--- src/rtl/mht_pkg.sv ---
package mht_pkg;
  typedef enum logic [1:0] {CMD_GET = 2'd0, CMD_GETX = 2'd1, CMD_UPG = 2'd2} cmd_e;
  typedef enum logic [1:0] {RES_OK = 2'd0, RES_MERGE = 2'd1, RES_CONFLICT = 2'd2, RES_FULL = 2'd3} res_e;
  typedef enum logic [2:0] {
    RSP_ISSUE = 3'd0, RSP_STALL = 3'd1, RSP_RETRY = 3'd2, RSP_PF_FAIL = 3'd3, RSP_PF_MERGE = 3'd4
  } rsp_e;
endpackage

--- src/rtl/mht_entry.sv ---
module mht_entry #(
  parameter int LINE_W = 12,
  parameter int WAY_W  = 2,
  parameter int L1_W   = 3,
  parameter int DEPTH  = 4,
  parameter int CNT_W  = $clog2(DEPTH + 1)
) (
  input  logic              clk_i,
  input  logic              rst_ni,
  input  logic              alloc_i,
  input  logic              seed_i,
  input  logic [LINE_W-1:0] line_i,
  input  logic [1:0]        cmd_i,
  input  logic [WAY_W-1:0]  way_i,
  input  logic              push_i,
  input  logic [L1_W-1:0]   push_l1_i,
  input  logic              reply_i,
  input  logic              pop_i,
  output logic              valid_o,
  output logic              drain_o,
  output logic [LINE_W-1:0] line_o,
  output logic [1:0]        cmd_o,
  output logic [WAY_W-1:0]  way_o,
  output logic [CNT_W-1:0]  cnt_o,
  output logic [L1_W-1:0]   head_o
);
  logic              valid_q, drain_q, free;
  logic [LINE_W-1:0] line_q;
  logic [1:0]        cmd_q;
  logic [WAY_W-1:0]  way_q;
  logic [CNT_W-1:0]  cnt_q;
  logic [L1_W-1:0]   wq_q [DEPTH];

  // release together with the last waiter
  assign free = drain_q && (cnt_q == '0 || (cnt_q == CNT_W'(1) && pop_i));

  always_ff @(posedge clk_i or negedge rst_ni) begin
    if (!rst_ni) begin
      valid_q <= 1'b0;
      drain_q <= 1'b0;
      line_q  <= '0;
      cmd_q   <= '0;
      way_q   <= '0;
      cnt_q   <= '0;
      for (int k = 0; k < DEPTH; k++) wq_q[k] <= '0;
    end else if (alloc_i) begin
      valid_q  <= 1'b1;
      drain_q  <= 1'b0;
      line_q   <= line_i;
      cmd_q    <= cmd_i;
      way_q    <= way_i;
      cnt_q    <= CNT_W'(seed_i);
      wq_q[0]  <= push_l1_i;
    end else if (valid_q) begin
      if (reply_i) drain_q <= 1'b1;
      if (push_i) begin
        for (int k = 0; k < DEPTH; k++)
          if (CNT_W'(k) == cnt_q) wq_q[k] <= push_l1_i;
        cnt_q <= cnt_q + 1'b1;
      end
      if (pop_i) begin
        for (int k = 0; k < DEPTH - 1; k++) wq_q[k] <= wq_q[k+1];
        cnt_q <= cnt_q - 1'b1;
      end
      if (free) begin
        valid_q <= 1'b0;
        drain_q <= 1'b0;
      end
    end
  end

  assign valid_o = valid_q;
  assign drain_o = drain_q;
  assign line_o  = line_q;
  assign cmd_o   = cmd_q;
  assign way_o   = way_q;
  assign cnt_o   = cnt_q;
  assign head_o  = wq_q[0];

  p_push_cap_r4: assert property (@(posedge clk_i) disable iff (!rst_ni)
    push_i |-> valid_q && !drain_q && (cnt_q < CNT_W'(DEPTH)));
  p_alloc_free_r2: assert property (@(posedge clk_i) disable iff (!rst_ni)
    alloc_i |-> !valid_q);
  p_pop_src_r8: assert property (@(posedge clk_i) disable iff (!rst_ni)
    pop_i |-> drain_q && (cnt_q != '0));
  p_free_late_r9: assert property (@(posedge clk_i) disable iff (!rst_ni)
    $fell(valid_q) |-> $past(drain_q) && ($past(cnt_q) <= CNT_W'(1)));
endmodule

--- src/rtl/mht_alloc.sv ---
module mht_alloc
  import mht_pkg::*;
#(
  parameter int N      = 8,
  parameter int LINE_W = 12,
  parameter int SET_W  = 4,
  parameter int DEPTH  = 4,
  parameter int IDX_W  = $clog2(N),
  parameter int CNT_W  = $clog2(DEPTH + 1)
) (
  input  logic                       clk_i,
  input  logic                       rst_ni,
  input  logic [N-1:0]               valid_i,
  input  logic [N-1:0]               drain_i,
  input  logic [N-1:0][LINE_W-1:0]   line_i,
  input  logic [N-1:0][1:0]          cmd_i,
  input  logic [N-1:0][CNT_W-1:0]    cnt_i,
  input  logic [LINE_W-1:0]          req_line_i,
  input  logic [1:0]                 req_cmd_i,
  input  logic                       req_pf_i,
  output logic [1:0]                 result_o,
  output logic [IDX_W-1:0]           idx_o,
  output logic [IDX_W-1:0]           free_idx_o
);
  logic [N-1:0]     set_hit;
  logic             any_hit, any_free, compat, same_line, room;
  logic [IDX_W-1:0] hit_idx, free_idx;

  always_comb begin
    set_hit  = '0;
    any_hit  = 1'b0;
    any_free = 1'b0;
    hit_idx  = '0;
    free_idx = '0;
    for (int i = N - 1; i >= 0; i--) begin
      if (valid_i[i] && line_i[i][SET_W-1:0] == req_line_i[SET_W-1:0]) begin
        set_hit[i] = 1'b1;
        any_hit    = 1'b1;
        hit_idx    = IDX_W'(i);
      end
      if (!valid_i[i]) begin
        any_free = 1'b1;
        free_idx = IDX_W'(i);
      end
    end
    compat    = (req_cmd_i == CMD_GET) || (cmd_i[hit_idx] != CMD_GET);
    same_line = line_i[hit_idx] == req_line_i;
    room      = req_pf_i || (cnt_i[hit_idx] < CNT_W'(DEPTH));
    if (any_hit) begin
      if (!drain_i[hit_idx] && same_line && compat && room) result_o = RES_MERGE;
      else result_o = RES_CONFLICT;
    end else if (any_free) result_o = RES_OK;
    else result_o = RES_FULL;
    idx_o = (result_o == RES_MERGE) ? hit_idx : free_idx;
  end

  assign free_idx_o = free_idx;

  p_one_set_r4: assert property (@(posedge clk_i) disable iff (!rst_ni)
    $onehot0(set_hit));
  p_full_r5: assert property (@(posedge clk_i) disable iff (!rst_ni)
    (result_o == RES_FULL) |-> (&valid_i));
endmodule

--- src/rtl/mht_drain.sv ---
module mht_drain #(
  parameter int N     = 8,
  parameter int IDX_W = $clog2(N)
) (
  input  logic [N-1:0]     drain_i,
  input  logic [N-1:0]     has_i,
  output logic [N-1:0]     pop_o,
  output logic             valid_o,
  output logic [IDX_W-1:0] idx_o
);
  logic [N-1:0] elig;
  assign elig = drain_i & has_i;

  always_comb begin
    valid_o = 1'b0;
    idx_o   = '0;
    for (int i = N - 1; i >= 0; i--) begin
      if (elig[i]) begin
        valid_o = 1'b1;
        idx_o   = IDX_W'(i);
      end
    end
    pop_o = '0;
    if (valid_o) pop_o[idx_o] = 1'b1;
  end
endmodule

--- src/rtl/mht_table.sv ---
module mht_table
  import mht_pkg::*;
#(
  parameter int N      = 8,
  parameter int DEPTH  = 4,
  parameter int LINE_W = 12,
  parameter int SET_W  = 4,
  parameter int WAY_W  = 2,
  parameter int L1_W   = 3,
  parameter int CNT_W  = 16,
  parameter int IDX_W  = $clog2(N)
) (
  input  logic              clk_i,
  input  logic              rst_ni,
  input  logic              alloc_valid_i,
  input  logic [LINE_W-1:0] alloc_line_i,
  input  logic [1:0]        alloc_cmd_i,
  input  logic              alloc_pf_i,
  input  logic [WAY_W-1:0]  alloc_way_i,
  input  logic [L1_W-1:0]   alloc_l1_i,
  output logic [1:0]        alloc_result_o,
  output logic [2:0]        alloc_resp_o,
  output logic [IDX_W-1:0]  alloc_idx_o,
  input  logic              reply_valid_i,
  input  logic [IDX_W-1:0]  reply_idx_i,
  output logic              fill_valid_o,
  output logic [WAY_W-1:0]  fill_way_o,
  output logic [LINE_W-1:0] fill_line_o,
  output logic              wake_valid_o,
  output logic [L1_W-1:0]   wake_l1_o,
  output logic [IDX_W-1:0]  wake_entry_o,
  output logic [CNT_W-1:0]  miss_cnt_o,
  output logic [CNT_W-1:0]  retry_cnt_o
);
  localparam int WC_W = $clog2(DEPTH + 1);

  logic [N-1:0]             ent_valid, ent_drain, ent_has, ent_pop;
  logic [N-1:0][LINE_W-1:0] ent_line;
  logic [N-1:0][1:0]        ent_cmd;
  logic [N-1:0][WAY_W-1:0]  ent_way;
  logic [N-1:0][WC_W-1:0]   ent_cnt;
  logic [N-1:0][L1_W-1:0]   ent_head;
  logic [IDX_W-1:0]         free_idx, drain_idx;
  logic                     take, join_q, reply_ok, bad;
  logic [CNT_W-1:0]         miss_q, retry_q;

  mht_alloc #(.N(N), .LINE_W(LINE_W), .SET_W(SET_W), .DEPTH(DEPTH), .IDX_W(IDX_W), .CNT_W(WC_W)) u_alloc (
    .clk_i, .rst_ni,
    .valid_i(ent_valid), .drain_i(ent_drain), .line_i(ent_line), .cmd_i(ent_cmd), .cnt_i(ent_cnt),
    .req_line_i(alloc_line_i), .req_cmd_i(alloc_cmd_i), .req_pf_i(alloc_pf_i),
    .result_o(alloc_result_o), .idx_o(alloc_idx_o), .free_idx_o(free_idx)
  );

  assign take     = alloc_valid_i && (alloc_result_o == RES_OK);
  assign join_q   = alloc_valid_i && !alloc_pf_i && (alloc_result_o == RES_MERGE);
  assign bad      = (alloc_result_o == RES_CONFLICT) || (alloc_result_o == RES_FULL);
  assign reply_ok = reply_valid_i && ent_valid[reply_idx_i] && !ent_drain[reply_idx_i];

  for (genvar g = 0; g < N; g++) begin : g_ent
    assign ent_has[g] = ent_cnt[g] != '0;
    mht_entry #(.LINE_W(LINE_W), .WAY_W(WAY_W), .L1_W(L1_W), .DEPTH(DEPTH), .CNT_W(WC_W)) u_ent (
      .clk_i, .rst_ni,
      .alloc_i  (take && free_idx == IDX_W'(g)),
      .seed_i   (!alloc_pf_i),
      .line_i   (alloc_line_i),
      .cmd_i    (alloc_cmd_i),
      .way_i    (alloc_way_i),
      .push_i   (join_q && alloc_idx_o == IDX_W'(g)),
      .push_l1_i(alloc_l1_i),
      .reply_i  (reply_ok && reply_idx_i == IDX_W'(g)),
      .pop_i    (ent_pop[g]),
      .valid_o  (ent_valid[g]),
      .drain_o  (ent_drain[g]),
      .line_o   (ent_line[g]),
      .cmd_o    (ent_cmd[g]),
      .way_o    (ent_way[g]),
      .cnt_o    (ent_cnt[g]),
      .head_o   (ent_head[g])
    );
  end

  mht_drain #(.N(N), .IDX_W(IDX_W)) u_drain (
    .drain_i(ent_drain), .has_i(ent_has), .pop_o(ent_pop), .valid_o(wake_valid_o), .idx_o(drain_idx)
  );

  assign wake_entry_o = drain_idx;
  assign wake_l1_o    = ent_head[drain_idx];
  assign fill_valid_o = reply_ok;
  assign fill_way_o   = ent_way[reply_idx_i];
  assign fill_line_o  = ent_line[reply_idx_i];

  always_comb begin
    unique case (alloc_result_o)
      RES_OK:    alloc_resp_o = RSP_ISSUE;
      RES_MERGE: alloc_resp_o = alloc_pf_i ? RSP_PF_MERGE : RSP_STALL;
      default:   alloc_resp_o = alloc_pf_i ? RSP_PF_FAIL : RSP_RETRY;
    endcase
  end

  always_ff @(posedge clk_i or negedge rst_ni) begin
    if (!rst_ni) begin
      miss_q  <= '0;
      retry_q <= '0;
    end else if (alloc_valid_i && !alloc_pf_i) begin
      if (alloc_result_o == RES_OK) miss_q <= miss_q + 1'b1;
      if (bad) retry_q <= retry_q + 1'b1;
    end
  end

  assign miss_cnt_o  = miss_q;
  assign retry_cnt_o = retry_q;

  p_merge_no_issue_r3: assert property (@(posedge clk_i) disable iff (!rst_ni)
    (alloc_valid_i && alloc_result_o == RES_MERGE) |=> $stable(miss_cnt_o));
  p_pf_no_retry_r6: assert property (@(posedge clk_i) disable iff (!rst_ni)
    (alloc_valid_i && alloc_pf_i) |=> $stable(retry_cnt_o) && $stable(miss_cnt_o));
  p_fill_drains_r7: assert property (@(posedge clk_i) disable iff (!rst_ni)
    fill_valid_o |=> ent_drain[$past(reply_idx_i)]);
  p_wake_src_r8: assert property (@(posedge clk_i) disable iff (!rst_ni)
    wake_valid_o |-> ent_drain[wake_entry_o]);
endmodule

--- config.mk ---
export PLATFORM = sky130hd
export DESIGN_NAME = mht_table
export DESIGN_NICKNAME = d
export VERILOG_FILES = /design/src/rtl/mht_pkg.sv /design/src/rtl/mht_entry.sv /design/src/rtl/mht_alloc.sv /design/src/rtl/mht_drain.sv /design/src/rtl/mht_table.sv
export SDC_FILE = /design/constraint.sdc
export NUM_CORES = 1
export LEC_CHECK = 0
export ABC_CLOCK_PERIOD_IN_PS = 6400
export CORE_MARGIN = 10
export CORE_UTILIZATION = 55
export DETAILED_ROUTE_END_ITERATION = 8
export HOLD_SLACK_MARGIN = 0.05
export PLACE_DENSITY = 0.77
export SLEW_MARGIN = 30
export SYNTH_ARGS = -nofsm -noshare
export SYNTH_HDL_FRONTEND = slang
export SYNTH_SLANG_ARGS = --single-unit
--- constraint.sdc ---
create_clock -name clk_i -period 6.4 [get_ports clk_i]
set_clock_uncertainty 0.1 [all_clocks]
set_input_delay 1.6 -clock clk_i [delete_from_list [all_inputs] [get_ports clk_i]]
set_output_delay 1.6 -clock clk_i [all_outputs]
set_load 0.05 [all_outputs]
==> key figures <==
Run status
  • Status: finished with violations
  • Violations in the final reports: negative setup slack

Die
  • Die Y-Extent: 199 um
  • Initial standard-cell utilization of the core: 55.8%
  • Total die area: approximately 40000 um2
  • Core Box Area: 31600 um2
  • Placement row count: 65
  • Num ports: a little under 90
  • DIE WIDTH: between 150 and 200 um

Clocking
  • Worst skew pair latency: slightly above 0.5 ns
  • CTS Sinks: 296
  • Number of buffers created by CTS: 34
  • Maximum buffer depth of the clock tree: 3
  • Register clock-pin slew on the reported worst setup and hold paths: 0.06 ns
  • CTS tree: yes
  • CTS H-tree lvls: 2
  • Root cell of the clock tree: sky130_fd_sc_hd__clkbuf_16

Timing
  • FMAX: 0.148 GHz
  • Final hold violation count: 0
  • Pin slew with the least headroom to its limit: 0.974 ns
  • Setup TNS: -2.34 ns
  • Headroom to the max-slew limit: 35.1%
  • Slew Limit Fails: 0
  • Hold slack: 0.373 ns
  • Number of setup violations in the final report: 8
  • Final critical-path setup slack: -0.350 ns
  • Final clock period utilization by the worst path: 105%
  • Setup repair after global routing missed its margin: yes
  • Period minus WS final: 6.75 ns

Yosys
  • Count of state elements after synthesis: a little under 300
  • Leading cell types by total area after synthesis: sky130_fd_sc_hd__dfrtp_1 (42%), sky130_fd_sc_hd__mux2_2 (8.2%), sky130_fd_sc_hd__nand2_1 (7.2%)
  • Number of instances in the synthesized netlist: 1811
  • Share of the synthesized area in the top cell type: around 42%
  • Count of cell types in the netlist: 87
  • Most common cell in the synthesized netlist: sky130_fd_sc_hd__nand2_1
  • Biggest area consumer among synthesized cells: sky130_fd_sc_hd__dfrtp_1
  • Most frequent cells after synthesis: sky130_fd_sc_hd__nand2_1 (340), sky130_fd_sc_hd__dfrtp_1 (296), sky130_fd_sc_hd__mux2_2 (128), sky130_fd_sc_hd__o21ai_0 (88), sky130_fd_sc_hd__nor2_1 (81)
  • Post-synthesis instance area: 17600 um2
  • Total number of yosys warnings: 0
  • Number of nets produced by synthesis: 1888
  • Average footprint of a synthesized cell: slightly below 10 um2
  • Share of flip-flops with an asynchronous set or reset after synthesis: 100%
  • Number of enable-type register cells in the synthesized netlist: 0
  • Sequential fraction of the synthesis area: 42.0%
  • Leading register cell type out of synthesis: sky130_fd_sc_hd__dfrtp_1

Routing
  • Post-route DRC violation count: 0
  • Remaining antenna violation count: 0
  • Average routed wire per standard cell: 22.8 um
  • Detail-routed via count per cell: 6.33
  • Via Count: 15500
  • Number of detailed-route iterations in the first pass: 6
  • Initial DRC Count: 1464
  • DRT Wirelength: 56000 um

Worst hold path
  • Hold path cells: 1
  • End point of the most critical hold path: retry_cnt_o[15]
  • Min-delay src: retry_cnt_o[15]
  • Hold Crit Class: register to register

Global route
  • Total Routing Usage GR: 28.2%
  • Number of antenna violations at the first check in global routing: 0
  • Total congestion overflow: 0
  • Via count of the first global-routing pass: ~16000
  • First-pass GRT wire length: 88000 um
  • Largest net degree at the start of global routing: ~160

Placed design
  • Port Buffers: 88
  • HPWL after detailed placement: 39900 um
  • Number of placed instances with taps included: between 2000 and 2500
  • Placement Cell Area: 20100 um2
  • Final estimated routing congestion in global placement: just under 1
  • Placement Setup Slack: -1.10 ns

Finish
  • Antenna Cells: 0
  • Final nets: 2107
  • Final instance count without filler cells: ~2500
  • Post-route cell area: 22000 um2
  • Layout cells sized above 1: 26.7%
  • Area growth syn-to-layout: 24.9%

Critical path
  • Crit. Startpoint: alloc_line_i[0]
  • Endpoint type of the worst setup path: output pin
  • End of the worst register-to-register path: g_ent[7].u_ent.wq_q[8]
  • Delay of the slowest critical-path stage: roughly 0.3 ns
  • Critical-path top delay cell: sky130_fd_sc_hd__o21ai_4
  • Reg2reg path depth: 21
  • Most common cell on crit path: sky130_fd_sc_hd__buf_4
  • CP startpoint kind: primary input
  • Worst reg2reg setup slack: 1.59 ns
  • Data arrival time of the critical path: 5.05 ns
  • Setup Crit Path Kind: primary input to output pin
  • CP Cell Sequence: buf_8 > buf_6 > xor2_2 > nor3_2 > and3_4 > a211oi_4 > buf_4 > o21ai_4 > buf_12 > buf_4 > mux2i_1 > a221oi_2 > buf_4 > a22o_1 > a2111oi_4 > nand4_4 > mux2i_4 > buf_12
  • Critical path fanouts, max: 7
  • Startpoint of the worst register-to-register path: g_ent[1].u_ent.line_o[2]
  • Required arrival time at the worst endpoint: 4.70 ns

Run
  • Count of maximum capacitance violations: 0

Power
  • Power per Cell Area: 495 nW/um2
  • Static leakage power: approximately 0.010 uW
  • Maximum VDD drop: 0.000394 V
-- layer usage --
layer | part of all wire, % | GRT usage, % | vias up | routed length (um)
met3 | 7.0 | 4.00 | 132 | 3920
met2 | 49 | 46.9 | 686 | 27200
met1 | 40 | 36.4 | 7795 | 22600
met5 | 0 | 0 | - | 0
met4 | 4.0 | 11.5 | 0 | 2250
li1 | - | - | 6926 | -
-- how the worst max path moves through the flow --
stage,endpoint,slack (ns),cells past startpoint
2_1_floorplan,alloc_resp_o[0],-0.14,18
3_3_place_gp,alloc_resp_o[0],-0.98,18
3_5_place_dp,alloc_resp_o[0],-1.10,18
4_1_cts,alloc_resp_o[2],-0.28,17
5_1_grt,alloc_idx_o[0],-0.44,18
6_report,alloc_idx_o[0],-0.35,18
-- area by class of cell --
| class | instances | area [um2] |
|---|---|---|
| repair buffers | 300 | 2750 |
| inverters | 59 | 221 |
| clock buffers | 48 | 1020 |
| multi-input cells | 1339 | 10000 |
| clock inverters | 9 | 80.1 |
| fillers | 2358 | 9550 |
| well taps | 402 | 503 |
| flip-flops and latches | 296 | 7410 |
-- layout by cell type, fill, tap and decap left out, types with 11 or more instances in the layout --
| master | count |
|---|---|
| sky130_fd_sc_hd__inv_1 | 58 |
| sky130_fd_sc_hd__nand3_1 | 51 |
| sky130_fd_sc_hd__buf_12 | 18 |
| sky130_fd_sc_hd__nand4_1 | 12 |
| sky130_fd_sc_hd__mux4_2 | 30 |
| sky130_fd_sc_hd__nor3_1 | 29 |
| sky130_fd_sc_hd__nand2_1 | 334 |
| sky130_fd_sc_hd__clkbuf_16 | 35 |
| sky130_fd_sc_hd__a31oi_1 | 18 |
| sky130_fd_sc_hd__mux2_1 | 32 |
| sky130_fd_sc_hd__mux2_2 | 128 |
| sky130_fd_sc_hd__buf_6 | 14 |
| sky130_fd_sc_hd__a21oi_1 | 58 |
| sky130_fd_sc_hd__a211oi_1 | 11 |
| sky130_fd_sc_hd__o211ai_1 | 13 |
| sky130_fd_sc_hd__and3_1 | 25 |
| sky130_fd_sc_hd__dfrtp_1 | 296 |
| sky130_fd_sc_hd__a21o_1 | 12 |
| sky130_fd_sc_hd__nand3b_1 | 14 |
| sky130_fd_sc_hd__nor3b_1 | 11 |
| sky130_fd_sc_hd__clkdlybuf4s50_1 | 69 |
| sky130_fd_sc_hd__and2_1 | 11 |
| sky130_fd_sc_hd__buf_4 | 190 |
| sky130_fd_sc_hd__a22o_1 | 11 |
| sky130_fd_sc_hd__ha_1 | 50 |
| sky130_fd_sc_hd__xnor2_1 | 19 |
| sky130_fd_sc_hd__o21ai_0 | 85 |
| sky130_fd_sc_hd__nor2_1 | 74 |
| sky130_fd_sc_hd__mux2i_1 | 16 |
| sky130_fd_sc_hd__xor2_1 | 38 |
-- logic make-up (layout without fill, tap and decap cells) --
kind of cell	Yosys count	count (layout)	synth area share, %
xor+xnor	66	66	3.28
fa+ha+maj	50	50	3.55
mux	208	208	15.2
simple gates	645	645	17.0
flops	296	296	42.0
compound gates	370	370	14.8
buf+inv	176	416	4.23
-- what timing repair did --
action / in CTS / in global routing
gates resized for setup: 98 / 28
pin swaps: 36 / 22
buffers inserted: 25 / 9
hold buffers: 0 / 0
endpoints found under the setup margin: 8 / 8
-- critical path: cells and delay by family --
kind	cells	cell delay [ns]
buffers and inverters	7	1.03
AO/OA/AOI/OAI	5	0.98
AND/OR/NAND/NOR	3	0.71
multiplexers	2	0.53
XOR/XNOR	1	0.18
-- through the flow --
| step | power [uW] | utilization [%] |
|---|---|---|
| floorplan | 6470 | - |
| global placement | 8310 | 63.7 |
| detailed placement | 8460 | 63.8 |
| CTS | 10700 | 69.0 |
| global route | 11500 | 69.7 |
| finish | 10900 | 69.7 |
-- power by group --
part / internal [uW] / switching [uW]
combinational: 2460 / 3410
clock: 1150 / 769
sequential: 2440 / 651
total: 6050 / 4830
-- flip-flops by register name, summed over array words and instances, names as in the netlist --
signal and cells:
g_ent.u_ent.valid_o 8, g_ent.u_ent.drain_o 8, g_ent.u_ent.wq_q 72, g_ent.u_ent.cnt_o 24, g_ent.u_ent.cmd_o 16, retry_cnt_o 16, g_ent.u_ent.way_o 16, g_ent.u_ent.line_o 96
miss_cnt_o 16, g_ent.u_ent.head_o 24
Note: power is estimated with default switching activity, not from simulation.
